$ cat config.mk
export PLATFORM = sky130hd
export DESIGN_NAME = membar_tracker
export DESIGN_NICKNAME = d
export VERILOG_FILES = /design/src/rtl/membar_pkg.sv /design/src/rtl/membar_chain.sv /design/src/rtl/membar_deps.sv /design/src/rtl/membar_tracker.sv
export SDC_FILE = /design/constraint.sdc
export NUM_CORES = 2
export LEC_CHECK = 0
export CORE_MARGIN = 2
export CORE_UTILIZATION = 25
export DETAILED_ROUTE_END_ITERATION = 12
export PLACE_DENSITY = 0.49
export RECOVER_POWER = 50
export SETUP_SLACK_MARGIN = 0.02
export SLEW_MARGIN = 20
export SYNTH_ARGS = -nofsm -noshare
export SYNTH_HDL_FRONTEND = slang
export SYNTH_SLANG_ARGS = --single-unit
$ cat constraint.sdc
create_clock -name clk -period 101.3 [get_ports clk]
set_clock_uncertainty 0.2 [all_clocks]
set_input_delay 20.26 -clock clk [delete_from_list [all_inputs] [get_ports clk]]
set_output_delay 20.26 -clock clk [all_outputs]
set_load 0.01 [all_outputs]
$ cat src/rtl/membar_pkg.sv
package membar_pkg;

    typedef enum logic [1:0] {
        OPK_PLAIN = 2'd0,
        OPK_MEM   = 2'd1,
        OPK_BAR   = 2'd2
    } opk_e;

    // A barrier flag wins over the memory flag.
    function automatic opk_e opk_of(input logic is_mem, input logic is_bar);
        if (is_bar)      return OPK_BAR;
        else if (is_mem) return OPK_MEM;
        else             return OPK_PLAIN;
    endfunction

    // True when sequence number a is younger than b (no wrap assumed).
    function automatic logic seq_after(input logic [31:0] a, input logic [31:0] b);
        return a > b;
    endfunction

endpackage

$ cat src/rtl/membar_chain.sv
module membar_chain
    import membar_pkg::*;
#(
    parameter int NSLOT = 8,
    parameter int SEQW  = 16,
    localparam int SW   = (NSLOT > 1) ? $clog2(NSLOT) : 1
) (
    input  logic                        clk,
    input  logic                        rst,
    input  logic                        new_bar,
    input  logic [SW-1:0]               new_slot,
    input  logic                        rel_v,
    input  logic [SW-1:0]               rel_slot,
    input  logic                        sq_v,
    input  logic [SEQW-1:0]             sq_seq,
    input  logic [NSLOT-1:0][SEQW-1:0]  seq_r,
    output logic                        cur_v,
    output logic [SW-1:0]               cur,
    output logic                        link_v,
    output logic [SW-1:0]               link_slot
);

    logic          par_v [NSLOT];
    logic [SW-1:0] par   [NSLOT];
    logic          walk_v;
    logic [SW-1:0] walk;
    logic          nxt_v;
    logic [SW-1:0] nxt;

    // Barrier a new operation should wait on: the current one unless it leaves now.
    assign link_v    = cur_v && !(rel_v && cur == rel_slot);
    assign link_slot = cur;

    always_comb begin
        walk_v = cur_v;
        walk   = cur;
        if (sq_v) begin
            for (int k = 0; k < NSLOT; k++) begin
                if (walk_v && seq_after(32'(seq_r[walk]), 32'(sq_seq))) begin
                    walk_v = par_v[walk];
                    walk   = par[walk];
                end
            end
        end
        nxt_v = walk_v;
        nxt   = walk;
        if (rel_v && walk == rel_slot) nxt_v = 1'b0;
        if (new_bar) begin
            nxt_v = 1'b1;
            nxt   = new_slot;
        end
    end

    always_ff @(posedge clk) begin
        if (rst) begin
            cur_v <= 1'b0;
            cur   <= '0;
            for (int i = 0; i < NSLOT; i++) begin
                par_v[i] <= 1'b0;
                par[i]   <= '0;
            end
        end else begin
            cur_v <= nxt_v;
            cur   <= nxt;
            for (int i = 0; i < NSLOT; i++) begin
                if (rel_v && par[i] == rel_slot) par_v[i] <= 1'b0;
            end
            if (new_bar) begin
                par_v[new_slot] <= link_v;
                par[new_slot]   <= cur;
            end
        end
    end

endmodule

$ cat src/rtl/membar_deps.sv
module membar_deps #(
    parameter int NSLOT = 8,
    localparam int SW   = (NSLOT > 1) ? $clog2(NSLOT) : 1
) (
    input  logic             clk,
    input  logic             rst,
    input  logic             disp_any,
    input  logic             disp_dep,
    input  logic [SW-1:0]    disp_slot,
    input  logic             link_v,
    input  logic [SW-1:0]    link_slot,
    input  logic             rel_v,
    input  logic [SW-1:0]    rel_slot,
    input  logic [NSLOT-1:0] kill,
    output logic [NSLOT-1:0] ready
);

    // dep[b][i]: slot i waits on the barrier held in slot b.
    logic [NSLOT-1:0] dep [NSLOT];
    logic [NSLOT-1:0] waiting;

    assign ready = ~waiting;

    always_ff @(posedge clk) begin
        if (rst) begin
            waiting <= '0;
            for (int b = 0; b < NSLOT; b++) dep[b] <= '0;
        end else begin
            for (int i = 0; i < NSLOT; i++) begin
                if ((rel_v && dep[rel_slot][i]) || kill[i]) waiting[i] <= 1'b0;
                if (disp_any && disp_slot == SW'(i)) waiting[i] <= disp_dep && link_v;
            end
            for (int b = 0; b < NSLOT; b++) begin
                for (int i = 0; i < NSLOT; i++) begin
                    if ((rel_v && rel_slot == SW'(b)) || kill[b] || kill[i] ||
                        (disp_any && (disp_slot == SW'(i) || disp_slot == SW'(b))))
                        dep[b][i] <= 1'b0;
                    if (disp_dep && link_v && link_slot == SW'(b) && disp_slot == SW'(i))
                        dep[b][i] <= 1'b1;
                end
            end
        end
    end

endmodule

$ cat src/rtl/membar_tracker.sv
module membar_tracker
    import membar_pkg::*;
#(
    parameter int NSLOT = 8,
    parameter int SEQW  = 16,
    localparam int SW   = (NSLOT > 1) ? $clog2(NSLOT) : 1
) (
    input  logic             clk,
    input  logic             rst,
    input  logic             disp_v,
    input  logic [SW-1:0]    disp_slot,
    input  logic [SEQW-1:0]  disp_seq,
    input  logic             disp_mem,
    input  logic             disp_bar,
    input  logic             cmt_req,
    input  logic [SW-1:0]    cmt_slot,
    input  logic             st_pend,
    input  logic             sq_v,
    input  logic [SEQW-1:0]  sq_seq,
    output logic             cmt_ack,
    output logic             bar_valid,
    output logic [SW-1:0]    bar_slot,
    output logic [NSLOT-1:0] mdep_ready
);

    opk_e                       kind;
    logic                       acc;
    logic                       rel_v;
    logic [NSLOT-1:0][SEQW-1:0] seq_r;
    logic [NSLOT-1:0]           kill;
    logic                       link_v;
    logic [SW-1:0]              link_slot;

    assign kind    = opk_of(disp_mem, disp_bar);
    assign acc     = disp_v && !sq_v;
    assign rel_v   = cmt_req && !st_pend;
    assign cmt_ack = rel_v;

    always_ff @(posedge clk) begin
        if (rst) seq_r <= '0;
        else if (acc) seq_r[disp_slot] <= disp_seq;
    end

    for (genvar g = 0; g < NSLOT; g++) begin : g_kill
        assign kill[g] = sq_v && seq_after(32'(seq_r[g]), 32'(sq_seq));
    end

    membar_chain #(.NSLOT(NSLOT), .SEQW(SEQW)) u_chain (
        .clk       (clk),
        .rst       (rst),
        .new_bar   (acc && kind == OPK_BAR),
        .new_slot  (disp_slot),
        .rel_v     (rel_v),
        .rel_slot  (cmt_slot),
        .sq_v      (sq_v),
        .sq_seq    (sq_seq),
        .seq_r     (seq_r),
        .cur_v     (bar_valid),
        .cur       (bar_slot),
        .link_v    (link_v),
        .link_slot (link_slot)
    );

    membar_deps #(.NSLOT(NSLOT)) u_deps (
        .clk       (clk),
        .rst       (rst),
        .disp_any  (acc),
        .disp_dep  (acc && kind != OPK_PLAIN),
        .disp_slot (disp_slot),
        .link_v    (link_v),
        .link_slot (link_slot),
        .rel_v     (rel_v),
        .rel_slot  (cmt_slot),
        .kill      (kill),
        .ready     (mdep_ready)
    );

endmodule

==> metrics.log <==
INFO  metric route.antenna.remaining_nets = 0
INFO  metric drc_violations = 0
INFO  metric timing.final.crit_period = 54590 ps
INFO  metric max_slew_violation_count = 186
INFO  metric finalWorstSetupSlack = 46710 ps
INFO  metric placement.io_buffers = 58
INFO  metric grt_start_max_net_pins = between 100 and 150
INFO  metric clock_tree.root_cell = clkbuf_16
INFO  metric path_max_fanout = 62
INFO  metric rsz0062_at_grt = false
INFO  metric fp.dieH = 350 µm
INFO  metric num_vias = 33600
INFO  metric grt_pass1_vias = a little over 30000
INFO  metric worstHoldPathCells = 2
INFO  metric setup.reg_to_reg.worst_slack = 63890 ps
INFO  metric switching_share = 38.6%
INFO  metric floorplan.core_area = 119000 µm²
INFO  metric vias_per_cell = 5.84
INFO  metric wl = 154 mm
INFO  metric vdd.ir_drop.worst = 14.5 µV
INFO  metric crit_path_start_kind = primary input
INFO  metric power.static_leakage = 12.4 nW
INFO  metric failed_checks = capacitance limit, slew limit
INFO  metric synth-seq-area-share = 19.0%
INFO  metric min-delay-start = u_deps.waiting[6]$_SDFFE_PP0P_
INFO  metric holdCritPathClass = flip-flop to flip-flop
INFO  metric area_growth_syn_to_layout = 9.80%
INFO  metric drt_first_pass_iters = 6
INFO  metric placement_rows = around 130
INFO  metric status = complete, but fails checks
INFO  metric synth.yosys.warnings = 0
INFO  metric min_period_over_period = 53.9%
INFO  metric maxCapViolCount = 9
INFO  metric post_route_cells_drive_above_1_share = 9.96%
INFO  metric power-per-cell-area = 10.1 nW/µm²
INFO  metric final-setup-viol-count = 0
INFO  metric initial_antenna_violation_count = 7
INFO  metric timing.critical_path.required = 101560 ps
INFO  metric detailedPlace.worstSlack = 47300 ps
INFO  metric detailedRoute.firstIterationViolations = 4644
INFO  metric r2r-start = u_chain.cur[0]$_SDFF_PP0_
INFO  metric fin_total_pwr = 331 µW
INFO  metric netlist-cell-type-count = 119
INFO  metric timing.critical_path.to_type = flip-flop
INFO  metric register_area = 5690 µm²
INFO  metric timing_worst_setup_path_type = primary input to flip-flop
INFO  metric fill_cell_instance_count_of_the_final_layout = 13100
INFO  metric die_area = 123000 µm²
INFO  metric layout.cells.most_common = nand2_1
INFO  metric cts.clk_slew.worst_paths = 60 ps
INFO  metric maximum_achievable_frequency = 18.3 MHz
INFO  metric arrival = between 50000 and 60000 ps
INFO  metric post_synth.cell_area_avg = about 6.9 µm²
INFO  metric postPlaceCellArea = about 32000 µm²
INFO  metric start_util = 25.1%
INFO  metric grt_first_pass_wirelength = 221 mm
INFO  metric min_delay_worst_endpoint = u_deps.waiting[6]$_SDFFE_PP0P_
INFO  metric tritoncts = yes
INFO  metric multi_input_comb_area = 22200 µm²
INFO  metric clkLatencyLatePin = 630 ps
INFO  metric fin_tns_setup = 0 ps
INFO  metric design.final.nets = around 4400
INFO  metric synthCells = 4316
INFO  metric synth.area.top_cells = nand2_1 15%, ha_1 11%, edfxtp_1 9.6%
INFO  metric ys.flop_type = dfxtp_1
INFO  metric post-cts-setup-buffers = 0
INFO  metric worst_path_largest_cell_delay = 780 ps
INFO  metric yosys.area.top_type = nand2_1
INFO  metric timing.hold.ws = slightly above 300 ps
INFO  metric design.portCount = 59
INFO  metric timing.reg2reg.worst_path_depth = around 140
INFO  metric worst_slew_margin_rel = -96.9%
INFO  metric cts_hold_repair.buffers = 0
INFO  metric timing.critical_path.slowest_stage_cell = or4_1
INFO  metric tightestPinTransition = 2940 ps
INFO  metric cts_repair_resize_count = 0
INFO  metric cts_num_sinks = 236
INFO  metric layout_common_cells = 1204 x nand2_1, 444 x nand3_1, 307 x a21oi_1, 256 x ha_1, 193 x o21ai_0
INFO  metric clkPwrFrac = between 30 and 40%
INFO  metric synth_async_sr_flop_share = 0%
INFO  metric stdcell_area = 32900 µm²
INFO  metric cts-root-to-sink-buffers = 3
INFO  metric die_w = 350 µm
INFO  metric synth_top_area_share = 15.1%
INFO  metric synth.ff_latch_count = ~240
INFO  metric synth_enable_flop_cells = 96
INFO  metric synth.cell_area = 30000 µm²
INFO  metric finalHoldViolCount = 0
INFO  metric p_sw = approximately 130 µW
INFO  metric power.sequential.fraction = 32.0%
INFO  metric gr-usage-all-layers = around a quarter
INFO  metric worst_path_most_repeated_cell = o21ai_0
INFO  metric regToRegEndpoint = u_chain.cur_v$_SDFFE_PP0P_
INFO  metric numCtsBuffers = 28
INFO  metric h-tree-depth = 1
INFO  metric power.internal = 203 µW
INFO  metric place_congestion = 0.986
INFO  metric detail_route.wl_per_cell = 26.8 µm
INFO  metric detailed_place_hpwl = 107 mm
INFO  metric grt_remaining_overflow = 0
INFO  metric combPwrFrac = about a third
INFO  metric syn-num-nets = 4618
[Yosys cell counts, types with 22 or more instances]
library cell / number
mux2i_1: 83
xnor2_1: 27
clkbuf_1: 266
nor3_1: 61
nand2b_1: 39
clkbuf_2: 54
nand3_1: 444
inv_1: 69
a21oi_1: 309
a21o_1: 35
nor2_1: 187
nor2b_1: 52
ha_1: 256
dfxtp_1: 140
nand4_1: 59
o211ai_1: 69
edfxtp_1: 96
nand2_1: 1207
o21a_1: 22
mux2_2: 35
and2_1: 29
buf_4: 35
mux4_2: 74
buf_1: 61
a211oi_1: 45
o21ai_0: 194
[cells by family (layout without fill, tap and decap cells)]
family / Yosys count / count (layout) / synth area share [%]
buffers and inverters: 513 / 332 / 7.37
adders and majority gates: 256 / 256 / 10.7
muxes: 195 / 195 / 9.78
DFF: 236 / 236 / 19.0
other: 0 / 3 / 0
xor gates and xnor gates: 29 / 29 / 0.848
and+or+nand+nor: 2177 / 2177 / 32.2
AOI/OAI and AO/OA: 910 / 910 / 20.2
[how the worst max path moves through the flow]
stage,slack [ps],end,from,cells past startpoint
after floorplan,55100,u_chain.cur_v$_SDFFE_PP0P_,sq_seq[15],163
after global placement,47770,u_chain.cur_v$_SDFFE_PP0P_,sq_seq[4],142
after detailed placement,47300,u_chain.cur_v$_SDFFE_PP0P_,sq_seq[4],142
after CTS,47840,u_chain.cur_v$_SDFFE_PP0P_,sq_seq[4],142
after global routing,44980,u_chain.cur_v$_SDFFE_PP0P_,sq_seq[4],145
final,46710,u_chain.cur_v$_SDFFE_PP0P_,sq_seq[4],142
[worst max-delay path: cells and delay by family]
family	cells	cell delay, ps
adder cells (fa/ha/maj)	8	2380
AND/OR/NAND/NOR	51	9890
multiplexers	2	970
buffers and inverters	12	4790
AO/OA/AOI/OAI	69	16190
[per-layer routing]
layer	global-route usage (%)	part of all wire, %
met2	36.6	43
met3	3.50	9.5
met1	33.2	42
met5	0	0.0078
met4	12.6	5.7
[metrics by stage]
step                      std cells  util [%]
after global placement         5696      26.8
final                          5750      27.6
after global routing           5747      27.6
after CTS                      5747      27.6
after floorplan                4316         -
after detailed placement       5696      26.8
[power groups by stage]
stage	clock network, mW	logic [mW]	registers (mW)
detailed placement	0	0.108	0.108
finish	0.114	0.111	0.106
CTS	0.116	0.108	0.106
global placement	0	0.108	0.108
global route	0.118	0.118	0.106
floorplan	0	0.0730	0.104
[cell type report]
type / instances / area share [%]
repair buffers: 211 / 5.14
clock inverters: 9 / 0.529
well taps: 1612 / 6.13
clock buffers: 42 / 2.54
flip-flops and latches: 236 / 17.3
diodes: 3 / 0.0228
inverters: 70 / 0.799
multi-input cells: 3567 / 67.5
[flip-flops by register name, summed over array words and instances (netlist names)]
name / count
seq_r: 128
u_deps.waiting: 8
u_chain.par_v: 8
u_deps.dep: 64
u_chain.cur: 3
u_chain.par: 24
u_chain.cur_v: 1
(Power assumes the default switching activity.)
